--- src/rtl/vdp_ctrl_port.sv ---
module vdp_ctrl_port #(
  parameter int ADDR_W   = 14,
  parameter int IDX_W    = 4,
  parameter bit EXTENDED = 1'b1
) (
  input  logic              clk,
  input  logic              rst_n,
  input  logic              ctrl_wr,
  input  logic [7:0]        ctrl_data,
  input  logic              data_rd,
  input  logic              data_wr,
  input  logic              status_rd,
  output logic [ADDR_W-1:0] addr,
  output logic              cram_sel,
  output logic              rd_prefetch,
  output logic              reg_wr,
  output logic [IDX_W-1:0]  reg_idx,
  output logic [7:0]        reg_val
);
  localparam int HI_W = ADDR_W - 8;

  logic       second;
  logic [7:0] low_q;
  logic       is_cram;

  generate
    if (EXTENDED) begin : g_ext
      assign is_cram = ctrl_data[7] & ctrl_data[6];
    end else begin : g_std
      assign is_cram = 1'b0;
    end
  endgenerate

  wire finish   = ctrl_wr & second;
  wire data_acc = data_rd | data_wr;

  always_ff @(posedge clk) begin
    if (!rst_n) begin
      second      <= 1'b0;
      low_q       <= '0;
      addr        <= '0;
      cram_sel    <= 1'b0;
      rd_prefetch <= 1'b0;
      reg_wr      <= 1'b0;
      reg_idx     <= '0;
      reg_val     <= '0;
    end else begin
      rd_prefetch <= 1'b0;
      reg_wr      <= 1'b0;
      if (ctrl_wr && !second) begin
        low_q  <= ctrl_data;
        second <= 1'b1;
      end else if (finish) begin
        second <= 1'b0;
        addr   <= {ctrl_data[HI_W-1:0], low_q};
        if (ctrl_data[7]) begin
          if (is_cram) cram_sel <= 1'b1;
          else begin
            reg_wr  <= 1'b1;
            reg_idx <= ctrl_data[IDX_W-1:0];
            reg_val <= low_q;
          end
        end else begin
          cram_sel    <= 1'b0;
          rd_prefetch <= ~ctrl_data[6];
        end
      end else if (data_acc) begin
        addr   <= addr + 1'b1;
        second <= 1'b0;
      end else if (status_rd) begin
        second <= 1'b0;
      end
    end
  end

  assert_one_strobe_R10: assert property (@(posedge clk) disable iff (!rst_n)
    $onehot0({ctrl_wr, data_rd, data_wr, status_rd}));

  assert_first_quiet_R2: assert property (@(posedge clk) disable iff (!rst_n)
    (ctrl_wr && !second) |=> (!reg_wr && !rd_prefetch && $stable(addr)));

  assert_addr_load_R3: assert property (@(posedge clk) disable iff (!rst_n)
    finish |=> addr[7:0] == $past(low_q));

  assert_phase_back_R4: assert property (@(posedge clk) disable iff (!rst_n)
    finish |=> !second);

  assert_reg_pulse_R5: assert property (@(posedge clk) disable iff (!rst_n)
    reg_wr |=> !reg_wr);

  assert_strobes_excl_R7: assert property (@(posedge clk) disable iff (!rst_n)
    $onehot0({reg_wr, rd_prefetch}));

  assert_cram_noreg_R6: assert property (@(posedge clk) disable iff (!rst_n)
    $rose(cram_sel) |-> !reg_wr);

  assert_step_R9: assert property (@(posedge clk) disable iff (!rst_n)
    data_acc |=> addr == $past(addr) + 1'b1);

  assert_status_hold_R10: assert property (@(posedge clk) disable iff (!rst_n)
    status_rd |=> $stable(addr) && !second);
endmodule

--- config.mk ---
export PLATFORM = sky130hd
export DESIGN_NAME = vdp_ctrl_port
export DESIGN_NICKNAME = d
export VERILOG_FILES = /design/src/rtl/vdp_ctrl_port.sv
export SDC_FILE = /design/constraint.sdc
export NUM_CORES = 1
export LEC_CHECK = 0
export BUFFER_PORTS_ARGS = -buffer_cell sky130_fd_sc_hd__buf_4
export CAP_MARGIN = 0
export CORE_MARGIN = 1.5
export CORE_UTILIZATION = 51
export CTS_CLUSTER_SIZE = 40
export DETAILED_ROUTE_END_ITERATION = 8
export PLACE_DENSITY = 0.73
export SYNTH_ARGS = -nofsm -noshare
export SYNTH_HDL_FRONTEND = slang
export SYNTH_SLANG_ARGS = --single-unit
--- constraint.sdc ---
create_clock -name clk -period 1.6 [get_ports clk]
set_clock_uncertainty 0.05 [all_clocks]
set_input_delay 0.24 -clock clk [delete_from_list [all_inputs] [get_ports clk]]
set_output_delay 0.24 -clock clk [all_outputs]
set_load 0.02 [all_outputs]
==> results.txt <==
The H-tree depth is 2. The number of placed I/O pins came out at 43. The placer congestion estimate is 0.901. The kind of path behind the tightest hold check is in -> reg.

The horizontal extent of the die is 60.1 um. The floorplan die height came out at 60.1 um. The first global-routing pass estimated 7150 um of wire.

The number of slew-limit violations in the final report came to 0. The die footprint came out at 3610 um^2. The synthesis-stage register bit count came out at 38. Of all nets on the critical path, the largest fanout is 6. The maximum achievable frequency is 643 MHz. Of the synthesized area, sequential elements account for 45.8%. The multi-input combinational cells in the finished layout cover a total of 845 um^2. The worst hold path begins at ctrl_data[7].

The number of global-route vias before repair is 1,561. The total number of yosys warnings is 0. The sequential cell area in the final layout came out at 763 um^2. The overall routed net length came out at 4420 um.

The detailed-route DRC error count came out at 0. In the synthesized netlist, the number of instances is 207. At the later pin of the worst-skew pair, clock insertion delay measures 0.34 ns.

The count of input and output buffers came out at 42. The most frequent standard cell in the layout excluding fill and tap cells is buf_4. The cell area reported after detailed placement is 2100 um^2.

STA puts the critical path data required time at 1.83 ns. STA classifies the critical path endpoint as a flip-flop. The final HPWL from detailed placement is 3270 um. The TritonCTS clock tree is built. For this run, global-route usage on met3 was measured as 5.41%. The non-filler instance count after layout is 304. The number of synthesized flops with an enable pin came out at 0. The average wire per cell in the routed design is 14.5 um. Hold repair after CTS inserted 0 buffers. The post-layout net count is 274.

Setup repair after global routing left no endpoint under its margin. The number of setup violations in the final report is 0. In the synthesized netlist the async set-or-reset flop fraction comes to 0%. The relative max-transition margin is 72.8%. The number of antenna violations at the first check in global routing is 0.

The pin count of the biggest net entering global routing is 27. For met1 alone, demand over resource in global routing was 35.9%. The total design power is 0.00186 W. In the layout the commonest cells are buf_4 (55), nand2_1 (46), dfxtp_1 (36).

The routed design could run at a clock period as short as 1.56 ns. The worst reg2reg path startpoint is addr[0]$_SDFFE_PN0P_. STA classifies the critical path startpoint as a flip-flop. The number of nets handed over by synthesis was 222. The detail route stage leaves a number of antenna-violating nets equal to 0.

In this run the critical register-to-register path is captured at addr[13]$_SDFFE_PN0P_. The initial core utilization is 53.9%. The depth of the worst register-to-register path came out at 4. The share of the cycle needed by the critical path after routing came out at 97.3%. The hold violation total from the final report is 0. The total via count after detailed routing is 1,673.

On the final layout, the worst hold slack is 0.0466 ns. The number of buffers inserted during clock tree synthesis is 5. The number of fill cells in the layout came out at 250.

The synthesis-to-layout area growth is 32.1%. The total number of clock tree sinks came out at 38. The largest voltage drop on the vdd net is 608 uV.

The overall routing resource usage came out at 26.9%. In this run, placement finished with an instance count of 295. The number of cells on the worst hold path is 2.

The clock transition at the registers of the reported paths is 0.12 ns. The synthesized netlist contains 35 unique library cells. The sink of the worst hold path is rd_prefetch$_SDFF_PP0_. 0 antenna diodes ended up in the layout. The number of vias per cell is 5.50. The number of maximum-capacitance violations came out at 0. The core region area came out at 3080 um^2. In this run the static leakage power is 0.878 nW. The setup TNS is 0 ns. The run finished with clean final reports. The setup check on the worst reg-to-reg path leaves a slack of 0.04 ns.

The first detailed-routing pass took 4 iterations. The share of layout cells above drive strength 1 is 28.5%. The clock root buffer master is clkbuf_4. The clock passes through at most 2 buffers.

The power density over the cells is 849 nW/um^2. The cell area after layout is 2190 um^2. The slew at the pin with the worst max-slew slack is 0.407 ns. The kind of critical path is reg -> reg. The most used flip-flop cell after synthesis is dfxtp_1. The met2 usage in global routing is 40.8%. The floorplan has 20 rows.

The cell area that synthesis handed to floorplanning was 1660 um^2. After global routing, the most crowded layer is met2. The post-synthesis area per instance is 8.02 um^2. At the worst endpoint, the arrival time is 1.79 ns. The remaining global-route overflow came out at 0. The detailed router finished its first iteration with 134 violations.
metrics by stage:
step	worst slack [ns]	utilization, %
after global placement	0.0914	68.1
after detailed placement	0.0258	68.1
after global routing	0.00473	71.3
after floorplan	0.00565	-
after CTS	0.00143	70.8
final	0.0436	71.3
registers in the layout, indices dropped and copies added, names as in the netlist:
signal	flops
reg_val	8
low_q	8
reg_wr	1
rd_prefetch	1
second	1
addr	14
cram_sel	1
reg_idx	4
final cells by class:
type	instances	area share, %
clock buffer	5	1.71
clock inverter	3	2.05
inverter	4	0.685
multi-input combinational	154	38.5
sequential	38	34.8
tap	44	2.51
timing repair buffer	56	19.7
Yosys cell counts (all sizes together), types with 2 or more instances:
library cell | instances | share of area (%)
nand2 | 46 | 10
dfxtp | 38 | 46
a21oi | 26 | 7.8
nor2 | 14 | 3.2
o21ai | 14 | 4.2
o2bb2ai | 9 | 4.7
a22oi | 7 | 3.2
clkbuf | 6 | 1.4
nor3 | 6 | 1.8
buf | 5 | 1.4
nor3b | 5 | 2.3
inv | 4 | 0.90
and3 | 3 | 1.1
nor4 | 3 | 1.1
and2 | 2 | 0.83
and4 | 2 | 1.1
nand2b | 2 | 0.75
nand3 | 2 | 0.60
nand4 | 2 | 1.7
worst max-delay path by stage:
stage,start,end
after global routing,addr[0]$_SDFFE_PN0P_,addr[13]$_SDFFE_PN0P_
after CTS,addr[1]$_SDFFE_PN0P_,addr[13]$_SDFFE_PN0P_
after global placement,addr[1]$_SDFFE_PN0P_,addr[13]$_SDFFE_PN0P_
final,addr[0]$_SDFFE_PN0P_,addr[13]$_SDFFE_PN0P_
after floorplan,addr[5]$_SDFFE_PN0P_,addr[13]$_SDFFE_PN0P_
after detailed placement,addr[1]$_SDFFE_PN0P_,addr[12]$_SDFFE_PN0P_
routing by layer:
metal | wire length [um] | part of all wire, %
met1 | 1980 | 45
met2 | 2050 | 46
met3 | 305 | 6.9
met4 | 86 | 1.9
met5 | 0 | 0
cell families (layout without fill, tap and decap cells):
group	after synthesis	in the layout	share of synthesized area [%]
and+or+nand+nor	92	92	27.3
AOI/OAI and AO/OA	60	60	21.9
DFF	38	38	45.8
buffers and inverters	15	68	3.69
adders and majority gates	1	1	0.753
xor gates and xnor gates	1	1	0.528
report_power, final:
group,internal [W],switching (W),total [W]
logic,0.0000869,0.000119,0.000206
registers,0.000972,0.0000238,0.000995
clock network,0.000328,0.000333,0.000661
total,0.00139,0.000476,0.00186
worst max-delay path: stages (launching register included):
cell     delay [ns]
dfxtp_2        0.40
and4_2         0.29
or4b_4         0.47
xor2_1         0.15
o22ai_1        0.13
timing repair:
item	CTS	global route
hold endpoints to repair	0	0
endpoints found under the setup margin	0	17
resized for setup	0	3
setup buffers	0	1
(Power assumes the default switching activity.)
